<file path="config.mk">
export PLATFORM = sky130hd
export DESIGN_NAME = bru_next_pc
export DESIGN_NICKNAME = d
export VERILOG_FILES = /design/src/rtl/bru_pkg.sv /design/src/rtl/bru_ctrl.sv /design/src/rtl/bru_dpath.sv /design/src/rtl/bru_next_pc.sv
export SDC_FILE = /design/constraint.sdc
export NUM_CORES = 1
export LEC_CHECK = 0
export ABC_AREA = 1
export BUFFER_PORTS_ARGS = -buffer_cell sky130_fd_sc_hd__clkbuf_2
export CAP_MARGIN = 20
export CORE_AREA = 2 2 103 145
export CTS_CLUSTER_SIZE = 40
export DETAILED_ROUTE_END_ITERATION = 7
export DIE_AREA = 0 0 105 147
export PLACE_DENSITY = 0.83
export RECOVER_POWER = 100
export SYNTH_ARGS = -nofsm -noshare
export SYNTH_HDL_FRONTEND = slang
export SYNTH_SLANG_ARGS = --single-unit
</file>
<file path="constraint.sdc">
create_clock -name clk -period 2.9 [get_ports clk]
set_clock_uncertainty 0.15 [all_clocks]
set_input_delay 0.145 -clock clk [delete_from_list [all_inputs] [get_ports clk]]
set_output_delay 0.145 -clock clk [all_outputs]
set_load 0.02 [all_outputs]
</file>
<file path="src/rtl/bru_pkg.sv">
package bru_pkg;
  localparam int XLEN = 32;
  localparam int OPC_W = 6;
  localparam int CAUSE_W = 3;

  localparam logic [OPC_W-1:0] OPC_BEQ   = 6'd17;
  localparam logic [OPC_W-1:0] OPC_BGTS  = 6'd18;
  localparam logic [OPC_W-1:0] OPC_BGES  = 6'd19;
  localparam logic [OPC_W-1:0] OPC_BGEU  = 6'd20;
  localparam logic [OPC_W-1:0] OPC_BGTU  = 6'd21;
  localparam logic [OPC_W-1:0] OPC_BNE   = 6'd23;
  localparam logic [OPC_W-1:0] OPC_TRAP  = 6'd43;
  localparam logic [OPC_W-1:0] OPC_JREG  = 6'd48;
  localparam logic [OPC_W-1:0] OPC_CREG  = 6'd54;
  localparam logic [OPC_W-1:0] OPC_JREL  = 6'd56;
  localparam logic [OPC_W-1:0] OPC_CREL  = 6'd62;

  localparam logic [CAUSE_W-1:0] CAUSE_BRK = 3'd2;
  localparam logic [CAUSE_W-1:0] CAUSE_ILL = 3'd4;
  localparam logic [CAUSE_W-1:0] CAUSE_SYS = 3'd7;

  typedef enum logic [2:0] {
    CMP_NONE, CMP_EQ, CMP_NE, CMP_GTS, CMP_GES, CMP_GTU, CMP_GEU
  } cmpSel_e;

  typedef enum logic [2:0] {
    TGT_SEQ, TGT_NEAR, TGT_FAR, TGT_REG, TGT_HOLD
  } tgtSel_e;

  typedef struct packed {
    cmpSel_e              cmpSel;
    tgtSel_e              tgtSel;
    logic                 linkEn;
    logic                 excEn;
    logic [CAUSE_W-1:0]   cause;
    logic [1:0]           retKind;
  } ctrl_t;
endpackage

</file>
<file path="src/rtl/bru_ctrl.sv">
module bru_ctrl
  import bru_pkg::*;
#(
  parameter int INSN_W = 32,
  parameter int LINK_IDX = 29
) (
  input  logic [INSN_W-1:0] instr,
  output ctrl_t             ctrl
);
  localparam int FIELD_W = INSN_W - OPC_W;
  localparam int IDX_W = 5;

  logic [OPC_W-1:0]   opcode;
  logic [FIELD_W-1:0] trapField;
  logic [IDX_W-1:0]   srcIdx;

  assign opcode    = instr[INSN_W-1 -: OPC_W];
  assign trapField = instr[FIELD_W-1:0];
  assign srcIdx    = instr[FIELD_W-1 -: IDX_W];

  always_comb begin
    ctrl = '{cmpSel: CMP_NONE, tgtSel: TGT_SEQ, linkEn: 1'b0, excEn: 1'b0,
             cause: '0, retKind: 2'd0};
    case (opcode)
      OPC_BEQ:  begin ctrl.cmpSel = CMP_EQ;  ctrl.tgtSel = TGT_NEAR; end
      OPC_BNE:  begin ctrl.cmpSel = CMP_NE;  ctrl.tgtSel = TGT_NEAR; end
      OPC_BGTS: begin ctrl.cmpSel = CMP_GTS; ctrl.tgtSel = TGT_NEAR; end
      OPC_BGES: begin ctrl.cmpSel = CMP_GES; ctrl.tgtSel = TGT_NEAR; end
      OPC_BGTU: begin ctrl.cmpSel = CMP_GTU; ctrl.tgtSel = TGT_NEAR; end
      OPC_BGEU: begin ctrl.cmpSel = CMP_GEU; ctrl.tgtSel = TGT_NEAR; end
      OPC_JREL: ctrl.tgtSel = TGT_FAR;
      OPC_CREL: begin ctrl.tgtSel = TGT_FAR; ctrl.linkEn = 1'b1; end
      OPC_CREG: begin ctrl.tgtSel = TGT_REG; ctrl.linkEn = 1'b1; end
      OPC_JREG: begin
        ctrl.tgtSel = TGT_REG;
        if (srcIdx == IDX_W'(LINK_IDX))          ctrl.retKind = 2'd1;
        else if (srcIdx == IDX_W'(LINK_IDX + 1)) ctrl.retKind = 2'd2;
        else if (srcIdx == IDX_W'(LINK_IDX + 2)) ctrl.retKind = 2'd3;
      end
      OPC_TRAP: begin
        ctrl.tgtSel = TGT_HOLD;
        ctrl.excEn  = 1'b1;
        if (trapField == FIELD_W'(CAUSE_BRK))      ctrl.cause = CAUSE_BRK;
        else if (trapField == FIELD_W'(CAUSE_SYS)) ctrl.cause = CAUSE_SYS;
        else                                       ctrl.cause = CAUSE_ILL;
      end
      default: ;
    endcase
  end
endmodule

</file>
<file path="src/rtl/bru_dpath.sv">
module bru_dpath
  import bru_pkg::*;
#(
  parameter int PC_W = 32,
  parameter int NEAR_W = 16,
  parameter int FAR_W = 26,
  parameter int WORD_SHIFT = 2
) (
  input  logic                clk,
  input  logic                rstN,
  input  logic [PC_W-1:0]     curPc,
  input  logic [FAR_W-1:0]    offField,
  input  logic [PC_W-1:0]     regA,
  input  logic [PC_W-1:0]     regB,
  input  ctrl_t               ctrl,
  output logic [PC_W-1:0]     nextPc,
  output logic                linkWe,
  output logic [PC_W-1:0]     linkData,
  output logic                excReq,
  output logic [CAUSE_W-1:0]  excCause,
  output logic [1:0]          retKind
);
  localparam int STEP = 1 << WORD_SHIFT;

  logic signed [PC_W-1:0] nearOff;
  logic signed [PC_W-1:0] farOff;
  logic [PC_W-1:0] seqPc, nearPc, farPc, nextComb;
  logic isEq, isGts, isGtu, taken;

  assign nearOff = PC_W'($signed(offField[NEAR_W-1:0]));
  assign farOff  = PC_W'($signed(offField));
  assign seqPc   = curPc + PC_W'(STEP);
  assign nearPc  = curPc + PC_W'(nearOff << WORD_SHIFT);
  assign farPc   = curPc + PC_W'(farOff << WORD_SHIFT);

  assign isEq  = (regA == regB);
  assign isGts = ($signed(regA) > $signed(regB));
  assign isGtu = (regA > regB);

  always_comb begin
    case (ctrl.cmpSel)
      CMP_EQ:  taken = isEq;
      CMP_NE:  taken = !isEq;
      CMP_GTS: taken = isGts;
      CMP_GES: taken = isGts || isEq;
      CMP_GTU: taken = isGtu;
      CMP_GEU: taken = isGtu || isEq;
      default: taken = 1'b0;
    endcase
  end

  always_comb begin
    case (ctrl.tgtSel)
      TGT_NEAR: nextComb = taken ? nearPc : seqPc;
      TGT_FAR:  nextComb = farPc;
      TGT_REG:  nextComb = regA;
      TGT_HOLD: nextComb = curPc;
      default:  nextComb = seqPc;
    endcase
  end

  always_ff @(posedge clk) begin
    if (!rstN) begin
      nextPc   <= '0;
      linkWe   <= 1'b0;
      linkData <= '0;
      excReq   <= 1'b0;
      excCause <= '0;
      retKind  <= 2'd0;
    end else begin
      nextPc   <= nextComb;
      linkWe   <= ctrl.linkEn;
      linkData <= ctrl.linkEn ? seqPc : '0;
      excReq   <= ctrl.excEn;
      excCause <= ctrl.cause;
      retKind  <= ctrl.retKind;
    end
  end
endmodule

</file>
<file path="src/rtl/bru_next_pc.sv">
module bru_next_pc
  import bru_pkg::*;
#(
  parameter int NEAR_W = 16,
  parameter int FAR_W = 26
) (
  input  logic                clk,
  input  logic                rstN,
  input  logic [XLEN-1:0]     curPc,
  input  logic [XLEN-1:0]     instr,
  input  logic [XLEN-1:0]     regA,
  input  logic [XLEN-1:0]     regB,
  output logic [XLEN-1:0]     nextPc,
  output logic                linkWe,
  output logic [XLEN-1:0]     linkData,
  output logic                excReq,
  output logic [CAUSE_W-1:0]  excCause,
  output logic [1:0]          retKind
);
  ctrl_t ctrl;

  bru_ctrl #(.INSN_W(XLEN), .LINK_IDX(29)) uCtrl (
    .instr (instr),
    .ctrl  (ctrl)
  );

  bru_dpath #(.PC_W(XLEN), .NEAR_W(NEAR_W), .FAR_W(FAR_W), .WORD_SHIFT(2)) uDpath (
    .clk      (clk),
    .rstN     (rstN),
    .curPc    (curPc),
    .offField (instr[FAR_W-1:0]),
    .regA     (regA),
    .regB     (regB),
    .ctrl     (ctrl),
    .nextPc   (nextPc),
    .linkWe   (linkWe),
    .linkData (linkData),
    .excReq   (excReq),
    .excCause (excCause),
    .retKind  (retKind)
  );
endmodule

</file>
==> results.md <==
* Status: finished clean
* Share of cells above drive strength 1 at 16.5%
* Worst slew pin tran at 0.683 ns
* Die ar. at 0.0154 mm²
* Initial antenna violation count at 0
* Die height at 147 µm
* Sequential share of power at 29.0%
* Final worst slack at 0.114 ns
* Antenna Cells at 0
* CP arrival at 2.88 ns
* Via count at 9319
* Mapped Cells at 1171
* Setup violations, final at 0
* Leading cell types in the layout, fill and taps excluded: nand2_1 (244), inv_1 (156), clkbuf_2 (128)
* WS Path Type: primary input to flop
* Leakage at 0.00459 µW
* Sequential share of the synthesized area at 18.7%
* Pwr dens at 386 mW/mm²
* Commonest non-fill, non-tap cell in the layout: nand2_1
* Placed insts at 1550
* Port bufs at 200
* Non-Filler Instances at 1580
* Rows at 52
* #FFs+latches synth at 71
* Share of total power in the clock network at 33.9%
* Final period util at 96.1%
* 1st-iter DRT viols at 949
* Ports at 201
* Largest net degree at the start of global routing at 48
* Wirelength per Cell at 18.0 µm
* Total Routed Length at 28400 µm
* Post-layout min period at 2.79 ns
* Drt pass-1 iters at 8
* Critical path launch point type: primary input
* DRC Markers at 0
* Tot GR Track Use at 36.1%
* Total gr overflow at 0
* Initial core utilization at 53.6%
* Num CTS Buffers at 9
* Fin. Hold Viols at 0
* CP Data Required Time at 2.99 ns
* CTS tree: yes
* Clock root cell: clkbuf_16
* NumNets Final at 1593
* First-pass GRT wire length at 44300 µm
* Worst-path clk slew at 0.06 ns
* Avg Inst Size Synth at 6.49 µm²
* Comb power frac at 37.1%
* Achievable Freq at 359 MHz
* Post-synth EDFFs at 0
* Number of global-route vias before repair at 8676
* Vias/cell at 5.90
* Pre-CTS setup slack at 0.234 ns
* NetSw at 1330 µW
* Post-synth ARST share at 0%
* CTS Sinks at 71
* Syn nets at 1377
* Placer congestion estimate at 1.06
* Switch share at 37.4%
* H-tree levels at 3
* Maxcap violations at 0
* Netlist cell types at 58
* Chip width at 105 µm
* Internal at 2230 µW
* Max-slew headroom at 54.1%
* Area grow syn2layout at 21.3%
* Peak VDD IR at 233 µV
* Count of pins over their slew limit at 0
* Core outline area at 0.0142 mm²
* Hold_ws at 0.0104 ns
* Dominant synthesized flop cell: dfxtp_1
* Post-synthesis instance area at 0.00760 mm²
* Clock Path Buffers at 2
* CP max FO at 6
* YS warnings at 0
* Antenna Nets Post-Route at 0
* DP HPWL at 22700 µm
* Min-Delay Path Class: primary input to flop
* Critical path capture point type: flop
what timing repair did:
item                                   CTS  global route
setup endpoints to repair                0            25
hold buffers                            14             0
endpoints found under the hold margin   11             0
resized for setup                        0             9
buffers inserted                         0             1
cells in the mapped netlist, types with 9 or more instances:
master,count,area (µm²)
a221oi_1,21,184
dfxtp_1,71,1420
o21ai_0,56,280
nand4_1,11,68.8
nor3_1,20,100
nand3_2,22,220
a21oi_2,11,96.3
ha_1,75,938
nor2_1,112,420
clkbuf_1,13,48.8
nand2_1,244,916
nand3_1,81,405
xnor2_1,19,166
xor2_1,35,307
a21oi_1,101,505
nor4_1,9,56.3
inv_1,156,586
buf_2,10,50.1
power by group through the flow:
| stage | clock network (µW) | registers, µW | logic, µW |
|---|---|---|---|
| detailed placement | 0 | 1050 | 1280 |
| floorplan | 0 | 1100 | 763 |
| finish | 1210 | 1030 | 1320 |
| global placement | 0 | 1050 | 1270 |
| CTS | 1210 | 1030 | 1300 |
| global route | 1240 | 1030 | 1440 |
final timing paths:
path / startpoint / endpoint / slack [ns] / cells after the start
max: curPc[2] / uDpath.nextPc[28] / 0.11 / 13
min: instr[0] / uDpath.excCause[1] / 0.01 / 4
kinds of logic after synthesis:
logic type | after synthesis | synth area share (%)
AOI/OAI and AO/OA | 243 | 19.3
xor gates and xnor gates | 55 | 6.44
adders and majority gates | 76 | 12.6
DFF | 71 | 18.7
and+or+nand+nor | 531 | 32.6
buffers and inverters | 195 | 10.3
sequential cells by signal (all words and copies together) (netlist names):
name             cells
uDpath.excCause      3
uDpath.linkData     32
uDpath.retKind       2
uDpath.linkWe        1
uDpath.excReq        1
uDpath.nextPc       32
per-stage QoR:
stage / area (µm²) / total power, µW / TNS (ns) / util [%]
finish: 9220 / 3560 / 0 / 65.0
global route: 9220 / 3720 / -0.0418 / 65.0
CTS: 9320 / 3540 / 0 / 65.7
floorplan: 7600 / 1870 / 0 / -
detailed placement: 8870 / 2330 / 0 / 62.5
global placement: 8870 / 2320 / 0 / 62.5
per-layer routing:
| metal | wire [µm] | global-route usage [%] | vias to the layer above |
|---|---|---|---|
| met5 | 0 | 0 | - |
| met4 | 1940 | 20.8 | 0 |
| met3 | 2650 | 4.66 | 157 |
| met2 | 13400 | 62.1 | 640 |
| met1 | 10400 | 42.9 | 4165 |
| li1 | - | - | 4357 |
final cells by class:
class                   instances  area [µm²]
clock buffers                   9         225
clock inverters                 6        86.3
fillers                      1368        4970
inverters                     163         612
multi-input cells             905        5370
flip-flops and latches         71        1420
well taps                     189         236
repair buffers                237        1260
worst max-delay path, cell delays in order:
cell and delay, ns:
dlygate4sd3_1 0.53, clkbuf_2 0.18, ha_1 0.21, nand2_2 0.09
nor2_4 0.15, nand4_4 0.14, nor3_2 0.18, nand4_1 0.26
nor3_1 0.31, xor2_1 0.40, nand3_2 0.13, nand3_2 0.10
a21oi_2 0.05
(Power assumes the default switching activity.)
